<file path="src/rtl/irq_router_pkg.sv">
package irq_router_pkg;

  // Word index of each register on the bus (offset = index * 4)
  typedef enum logic [1:0] {
    SEL_NRM_PEND = 2'd0,
    SEL_MASK     = 2'd1,
    SEL_CLASS    = 2'd2,
    SEL_FST_PEND = 2'd3
  } reg_sel_e;

  localparam int unsigned SEL_W = 2;

  function automatic reg_sel_e decode_sel(input logic [SEL_W-1:0] idx);
    return reg_sel_e'(idx);
  endfunction

endpackage

</file>
<file path="src/rtl/irq_rst_sync.sv">
module irq_rst_sync #(
  parameter int unsigned STAGES = 2
) (
  input  logic clk,
  input  logic rst_n,
  output logic rst_sync_n
);

  logic [STAGES-1:0] sync_q;
  logic [STAGES-1:0] sync_d;

  always_comb begin
    sync_d = {sync_q[STAGES-2:0], 1'b1};
  end

  always_ff @(posedge clk or negedge rst_n) begin
    if (!rst_n) begin
      sync_q <= '0;
    end else begin
      sync_q <= sync_d;
    end
  end

  assign rst_sync_n = sync_q[STAGES-1];

endmodule

</file>
<file path="src/rtl/irq_ctrl_regs.sv">
module irq_ctrl_regs
  import irq_router_pkg::*;
#(
  parameter int unsigned NUM_SRC = 32
) (
  input  logic               clk,
  input  logic               rst_n,
  input  logic               wr_en,
  input  reg_sel_e           sel,
  input  logic [NUM_SRC-1:0] wdata,
  output logic [NUM_SRC-1:0] mask_q,
  output logic [NUM_SRC-1:0] class_q
);

  logic mask_en;
  logic class_en;

  // Only the two writable registers have enables; pending views ignore writes
  always_comb begin
    mask_en  = wr_en && (sel == SEL_MASK);
    class_en = wr_en && (sel == SEL_CLASS);
  end

  always_ff @(posedge clk or negedge rst_n) begin
    if (!rst_n) begin
      mask_q <= '0;
    end else if (mask_en) begin
      mask_q <= wdata;
    end
  end

  always_ff @(posedge clk or negedge rst_n) begin
    if (!rst_n) begin
      class_q <= '0;
    end else if (class_en) begin
      class_q <= wdata;
    end
  end

endmodule

</file>
<file path="src/rtl/irq_qualify.sv">
module irq_qualify #(
  parameter int unsigned NUM_SRC = 32
) (
  input  logic [NUM_SRC-1:0] src,
  input  logic [NUM_SRC-1:0] mask,
  input  logic [NUM_SRC-1:0] cls,
  input  logic               idle,
  output logic [NUM_SRC-1:0] nrm_pend,
  output logic [NUM_SRC-1:0] fst_pend,
  output logic               wake_raw
);

  logic [NUM_SRC-1:0] passed;

  for (genvar i = 0; i < NUM_SRC; i++) begin : g_bit
    always_comb begin
      passed[i]   = src[i] & mask[i];
      fst_pend[i] = passed[i] & cls[i];
      nrm_pend[i] = passed[i] & ~cls[i];
    end
  end

  // Wake path bypasses the mask entirely
  always_comb begin
    wake_raw = idle & (|src);
  end

endmodule

</file>
<file path="src/rtl/irq_out_stage.sv">
module irq_out_stage #(
  parameter int unsigned NUM_SRC = 32
) (
  input  logic               clk,
  input  logic               rst_n,
  input  logic [NUM_SRC-1:0] nrm_pend,
  input  logic [NUM_SRC-1:0] fst_pend,
  input  logic               wake_raw,
  output logic               fiq_q,
  output logic               irq_q,
  output logic               wake_q
);

  logic fiq_d;
  logic irq_d;
  logic wake_d;

  always_comb begin
    fiq_d  = |fst_pend;
    irq_d  = |nrm_pend;
    wake_d = wake_raw;
  end

  always_ff @(posedge clk or negedge rst_n) begin
    if (!rst_n) begin
      fiq_q  <= 1'b0;
      irq_q  <= 1'b0;
      wake_q <= 1'b0;
    end else begin
      fiq_q  <= fiq_d;
      irq_q  <= irq_d;
      wake_q <= wake_d;
    end
  end

endmodule

</file>
<file path="src/rtl/irq_read_port.sv">
module irq_read_port
  import irq_router_pkg::*;
#(
  parameter int unsigned NUM_SRC = 32,
  parameter int unsigned DATA_W  = 32
) (
  input  logic               clk,
  input  logic               rst_n,
  input  logic               rd_en,
  input  reg_sel_e           sel,
  input  logic [NUM_SRC-1:0] nrm_pend,
  input  logic [NUM_SRC-1:0] mask,
  input  logic [NUM_SRC-1:0] cls,
  input  logic [NUM_SRC-1:0] fst_pend,
  output logic [DATA_W-1:0]  rdata_q
);

  logic [NUM_SRC-1:0] picked;
  logic [DATA_W-1:0]  rdata_d;

  always_comb begin
    unique case (sel)
      SEL_NRM_PEND: picked = nrm_pend;
      SEL_MASK:     picked = mask;
      SEL_CLASS:    picked = cls;
      SEL_FST_PEND: picked = fst_pend;
      default:      picked = '0;
    endcase
    rdata_d              = '0;
    rdata_d[NUM_SRC-1:0] = picked;
  end

  always_ff @(posedge clk or negedge rst_n) begin
    if (!rst_n) begin
      rdata_q <= '0;
    end else if (rd_en) begin
      rdata_q <= rdata_d;
    end
  end

endmodule

</file>
<file path="src/rtl/irq_router.sv">
module irq_router
  import irq_router_pkg::*;
#(
  parameter int unsigned NUM_SRC     = 32,
  parameter int unsigned DATA_W      = 32,
  parameter int unsigned SYNC_STAGES = 2
) (
  input  logic              clk,
  input  logic              rst_n,
  input  logic [NUM_SRC-1:0] src_i,
  input  logic              idle_i,
  input  logic              wr_en_i,
  input  logic              rd_en_i,
  input  logic [SEL_W-1:0]  addr_i,
  input  logic [DATA_W-1:0] wdata_i,
  output logic [DATA_W-1:0] rdata_o,
  output logic              fiq_o,
  output logic              irq_o,
  output logic              wake_o
);

  logic               rst_sync_n;
  reg_sel_e           sel;
  logic [NUM_SRC-1:0] mask_q;
  logic [NUM_SRC-1:0] class_q;
  logic [NUM_SRC-1:0] nrm_pend;
  logic [NUM_SRC-1:0] fst_pend;
  logic               wake_raw;

  always_comb begin
    sel = decode_sel(addr_i);
  end

  irq_rst_sync #(.STAGES(SYNC_STAGES)) u_rst_sync (
    .clk        (clk),
    .rst_n      (rst_n),
    .rst_sync_n (rst_sync_n)
  );

  irq_ctrl_regs #(.NUM_SRC(NUM_SRC)) u_regs (
    .clk     (clk),
    .rst_n   (rst_sync_n),
    .wr_en   (wr_en_i),
    .sel     (sel),
    .wdata   (wdata_i[NUM_SRC-1:0]),
    .mask_q  (mask_q),
    .class_q (class_q)
  );

  irq_qualify #(.NUM_SRC(NUM_SRC)) u_qual (
    .src      (src_i),
    .mask     (mask_q),
    .cls      (class_q),
    .idle     (idle_i),
    .nrm_pend (nrm_pend),
    .fst_pend (fst_pend),
    .wake_raw (wake_raw)
  );

  irq_out_stage #(.NUM_SRC(NUM_SRC)) u_out (
    .clk      (clk),
    .rst_n    (rst_sync_n),
    .nrm_pend (nrm_pend),
    .fst_pend (fst_pend),
    .wake_raw (wake_raw),
    .fiq_q    (fiq_o),
    .irq_q    (irq_o),
    .wake_q   (wake_o)
  );

  irq_read_port #(.NUM_SRC(NUM_SRC), .DATA_W(DATA_W)) u_rd (
    .clk      (clk),
    .rst_n    (rst_sync_n),
    .rd_en    (rd_en_i),
    .sel      (sel),
    .nrm_pend (nrm_pend),
    .mask     (mask_q),
    .cls      (class_q),
    .fst_pend (fst_pend),
    .rdata_q  (rdata_o)
  );

endmodule

</file>
<file path="config.mk">
export PLATFORM = sky130hd
export DESIGN_NAME = irq_router
export DESIGN_NICKNAME = d
export VERILOG_FILES = /design/src/rtl/irq_router_pkg.sv /design/src/rtl/irq_rst_sync.sv /design/src/rtl/irq_ctrl_regs.sv /design/src/rtl/irq_qualify.sv /design/src/rtl/irq_out_stage.sv /design/src/rtl/irq_read_port.sv /design/src/rtl/irq_router.sv
export SDC_FILE = /design/constraint.sdc
export NUM_CORES = 1
export LEC_CHECK = 0
export BUFFER_PORTS_ARGS = -buffer_cell sky130_fd_sc_hd__buf_2
export CORE_ASPECT_RATIO = 0.9
export CORE_MARGIN = 2
export CORE_UTILIZATION = 50
export CTS_CLUSTER_SIZE = 28
export DETAILED_ROUTE_END_ITERATION = 10
export GPL_ROUTABILITY_DRIVEN = 0
export HOLD_SLACK_MARGIN = 0.05
export PLACE_DENSITY = 0.75
export SLEW_MARGIN = 20
export SYNTH_ARGS = -nofsm -noshare
export SYNTH_HDL_FRONTEND = slang
export SYNTH_HIERARCHICAL = 1
export SYNTH_SLANG_ARGS = --single-unit
</file>
<file path="constraint.sdc">
create_clock -name clk -period 3.14 [get_ports clk]
set_input_delay 0 -clock clk [delete_from_list [all_inputs] [get_ports clk]]
set_output_delay 0 -clock clk [all_outputs]
set_load 0.02 [all_outputs]
</file>
# After elaboration in Yosys (flattened, before gate mapping)

Cells that the tools add are included.

Register bits after elaboration: 101
Bits of input ports: 71
Word-level logic and storage cells: 146

Eq/ne operators: 3
Mux-type cells: 1
Bitwise logic cells: 129
Reductions and logical operators: 6

Operators by type and width:

| kind               | number |
|---|---|
| $pmux 32 s4        | 1 |
| $and 1x1->1        | 97 |
| $reduce_or 32->1   | 3 |
| $not 1->1          | 32 |
| $eq 2x2->1 const B | 2 |
| $eq 2x1->1 const B | 1 |
| $logic_and 1x1->1  | 2 |
| $logic_not 2->1    | 1 |

# Logic depth before layout (Yosys ltp)

Word-level depth: 3
Gate-level depth with buffers: 5

# Cells and area by module

The synthesis kept the hierarchy.

Modules (own cells, without submodules):

| module        | instances | cells each | area each (um^2) |
|---|---|---|---|
| irq_ctrl_regs | 1         | 136        | 2655.0 |
| irq_read_port | 1         | 178        | 2070.7 |
| irq_qualify   | 1         | 107        | 518.0 |
| irq_out_stage | 1         | 25         | 225.2 |
| irq_rst_sync  | 1         | 3          | 53.8 |

# Worst setup path before layout

OpenSTA, ideal clock, no wires.

Path kind: flip-flop to flip-flop
Start: register u_regs.class_q[28]
End: register u_out.fiq_q
Library setup time: 124 ps
Data arrival time: 1133 ps
Required time: 3016 ps
Path slack: 1882 ps
Stages on the path, launching flop included: 5
Buffers on the path: 0
Cell sequence: dfrtp_1 -> and3_1 -> nor4_1 -> nand4_1 -> or2_1

Longest elaborated chain between the ends: 2

RTL lines:

| item                     | line                | text |
|---|---|---|
| start: declaration       | irq_ctrl_regs.sv:12 | `output logic [NUM_SRC-1:0] class_q` |
| start signal: assignment | irq_ctrl_regs.sv:36 | `class_q <= wdata;` |
| $and 1x1->1              | irq_qualify.sv:18   | `fst_pend[i] = passed[i] & cls[i];` |
| via fst_pend[28]         | irq_router.sv:27    | `logic [NUM_SRC-1:0] fst_pend;` |
| $reduce_or 32->1         | irq_out_stage.sv:19 | `fiq_d = \|fst_pend;` |
| via u_out.fiq_d          | irq_out_stage.sv:14 | `logic fiq_d;` |
| end signal: assignment   | irq_out_stage.sv:30 | `fiq_q <= fiq_d;` |
| end: declaration         | irq_out_stage.sv:9  | `output logic fiq_q,` |

The timed path passes the listed nets, and every way through them passes these cells.
A chain may end at the register's enable or synchronous reset.

# Worst setup path after layout

Ends and elaborated chain as after synthesis.

==> metrics.md <==
| Metric | Value |
|---|---|
| Clk buf depth | 2 |
| Vias per cell | about 6 |
| Maximum vdd drop | 321 µV |
| Synth cell types | 22 |
| Residual DRC | 0 |
| Initial core utilization | 51.1% |
| Sink Count | 101 |
| # diodes | 0 |
| WHS | 0.169 ns |
| Initial antenna violation count | 0 |
| H-Tree Depth | 3 |
| Clock power frac | 28.6% |
| Inst Count DP | 668 |
| Clk_skew | ~0.0080 ns |
| Avg WL per Cell | 19.4 µm |
| Clock latency on the worst-skew pair | 0.34 ns |
| Worst slew margin | 28.4% |
| Vias | 4226 |
| Pwr/cell area | 575 nW/µm² |
| CP cell instances | and3_1, nor4_1, nand4_1, or2_1 |
| Finished Cell Area | 6710 µm² |
| Syn nets | 520 |
| Final period utilization | 51.6% |
| Routed wire length | 14.0 mm |
| Clock slew at reported path FFs | 0.07 ns |
| Die width | between 100 and 150 µm |
| Sw Ratio | 30.7% |
| First-pass GRT wire length | approximately 23 mm |
| Vias in the first global route | 4462 |
| Worst slew pin tran | 1.07 ns |
| Final Hold Viols | 0 |
| Root Driver | clkbuf_16 |
| CP endpoint kind | flip-flop |
| TritonCTS clock tree | built |
| Iter 0 DRT Violations | between 300 and 400 |
| Slowest CP cell | nor4_1 |
| Hold Path Class | in -> reg |
| Crit path time final | 1.62 ns |
| GR Overflow Total | 0 |
| Core Footprint | 10800 µm² |
| P_int | approximately 0.0027 W |
| GRT Overall Usage | 24.3% |
| Max-cap violations | 0 |
| Sequential fraction of design power | 45.8% |
| CTS buffer count | 9 |
| DP HPWL | 9.65 mm |
| Final WS setup | 1.52 ns |
| Slew Viols, Final | 0 |
| Critical path's largest stage delay | around 0.43 ns |
| P_leak | between 3 and 4 nW |
| Fmax | 618 MHz |
| Sum of negative setup slack | 0 ns |
| Register area share after synthesis | 45.8% |
| Layout area overhead | 21.4% |
| Nets | 653 |
| ANT nets after route | 0 |
| Largest net degree at the start of global routing | 65 |
| # setup viols final | 0 |
| Cell count after synthesis | 449 |
| RSZ-0062 raised after global routing | no |
| Filler instances | 863 |
| I/O Buffers | 105 |
| Req. time, crit path | 3.36 ns |
| Critical Path Fanout Max | 4 |
| I/O Pins | 106 |
| Critical path class | reg -> reg |
| Worst setup SP type | flip-flop |
| Site Rows | 36 |
| Switching Power | 0.00118 W |
| Seq cells post-synth | 101 |
| Status | finished clean |
| Fin cells | slightly above 700 |
| Comb power frac | 25.6% |
| Post-place setup slack | 1.52 ns |
| Die area | 11900 µm² |
| Layout cells sized above 1 | approximately 33% |
| Post-synthesis instance area | 5520 µm² |
| YS warnings | 6 |
| Syn_area_per_cell | about 12 µm² |
| CP arrival | 1.84 ns |
| Chip Height | 104 µm |
| DRT Pass-1 Iters | 4 |
| Placed Area | 6050 µm² |
power by group through the flow:
stage                     Clock [W]  Combinational [W]  Sequential [W]
after global placement            0           0.000913         0.00178
final                       0.00110           0.000986         0.00177
after global routing        0.00118            0.00106         0.00180
after detailed placement          0           0.000942         0.00179
after floorplan                   0           0.000589         0.00182
after CTS                   0.00112           0.000984         0.00177
layer usage:
layer | GRT usage, % | vias to the layer above | part of all wire (%)
li1 | - | 1931 | -
met1 | 34.5 | 2114 | 44
met2 | 38.5 | 161 | 48
met3 | 4.68 | 20 | 6.9
met4 | 6.11 | 0 | 1.5
met5 | 0 | - | 0
registers in the layout, summed over array words and instances (netlist names):
name and flops:
u_regs/mask_q 32, u_out/fiq_q 1, u_out/wake_q 1, u_rst_sync/sync_q 2, u_rd/rdata_q 32, u_regs/class_q 32
u_out/irq_q 1
worst max-delay path, delay by kind of cell, from the launching register on:
| kind | cells | cell delay, ns |
|---|---|---|
| DFF | 1 | 0.41 |
| and+or+nand+nor | 4 | 1.10 |
through the flow:
stage	util, %	power, W
5_1_grt	62.0	0.00405
2_1_floorplan	-	0.00241
3_3_place_gp	56.0	0.00269
6_report	62.0	0.00386
3_5_place_dp	56.0	0.00273
4_1_cts	62.0	0.00387
logic make-up (layout without fill, tap and decap cells):
family | Yosys count | count (layout) | share of synthesized area (%)
muxes | 128 | 128 | 28.7
AOI/OAI and AO/OA | 33 | 33 | 5.21
other | 1 | 1 | 0.0679
buffers and inverters | 22 | 160 | 3.74
DFF | 101 | 101 | 45.8
and+or+nand+nor | 164 | 164 | 16.5
placed cells by master (no fill, tap or decap), types with 3 or more instances in the layout:
master	instances
nand2b_1	33
nand2_1	32
clkbuf_16	9
nand4_1	6
dfrtp_1	100
nor2_1	32
o221ai_1	32
nor4_2	3
dlygate4sd3_1	36
mux2i_1	64
buf_2	104
mux2_4	60
and3_1	31
mux2_2	4
buf_4	3
nor4_1	21
path summary, 6_finish.rpt:
path | from | end | slack, ns | depth (start not counted)
setup / recovery | u_regs/class_q[28] | u_out/fiq_q | 1.52 | 4
setup reg to reg | u_regs/class_q[28] | u_out/fiq_q | 1.52 | 4
max in group asynchronous | u_rst_sync/sync_q[1] | u_rd/rdata_q[16] | 2.02 | 1
min in group asynchronous | u_rst_sync/sync_q[1] | u_regs/mask_q[7] | 0.42 | 0
hold / removal | src_i[0] | u_rd/rdata_q[0] | 0.17 | 5
hold reg to reg | u_rst_sync/sync_q[0] | u_rst_sync/sync_q[1] | 0.35 | 0
cells in the mapped netlist, drive strengths merged:
cell type  number  area share (%)
nand2          33             2.2
and3           32             3.6
clkbuf          3            0.20
nor2           32             2.2
nand3b          2            0.72
o221ai         32             5.1
conb            1           0.068
o21a            1            0.14
mux2           64              17
nand4           6            0.68
buf            19             3.5
mux2i          64              12
dfrtp         101              46
or2             2            0.23
nor4           24             3.1
nand2b         33             3.7
cell type report:
class                           instances  area (µm²)  share of cell area [%]
Multi-Input combinational cell        326        2790                    41.6
Sequential cell                       101        2530                    37.7
Timing Repair Buffer                  144         923                    13.8
Clock buffer                           10         229                    3.41
Tap cell                              133         166                    2.48
Clock inverter                          6        63.8                   0.952
repair_timing:
| action | 4_1_cts | 5_1_grt |
|---|---|---|
| hold endpoints to repair | 67 | 0 |
| endpoints found under the setup margin | 0 | 0 |
| buffers inserted | 0 | 0 |
| hold buffers | 36 | 0 |
| gates resized for setup | 0 | 0 |
(Power assumes the default switching activity.)
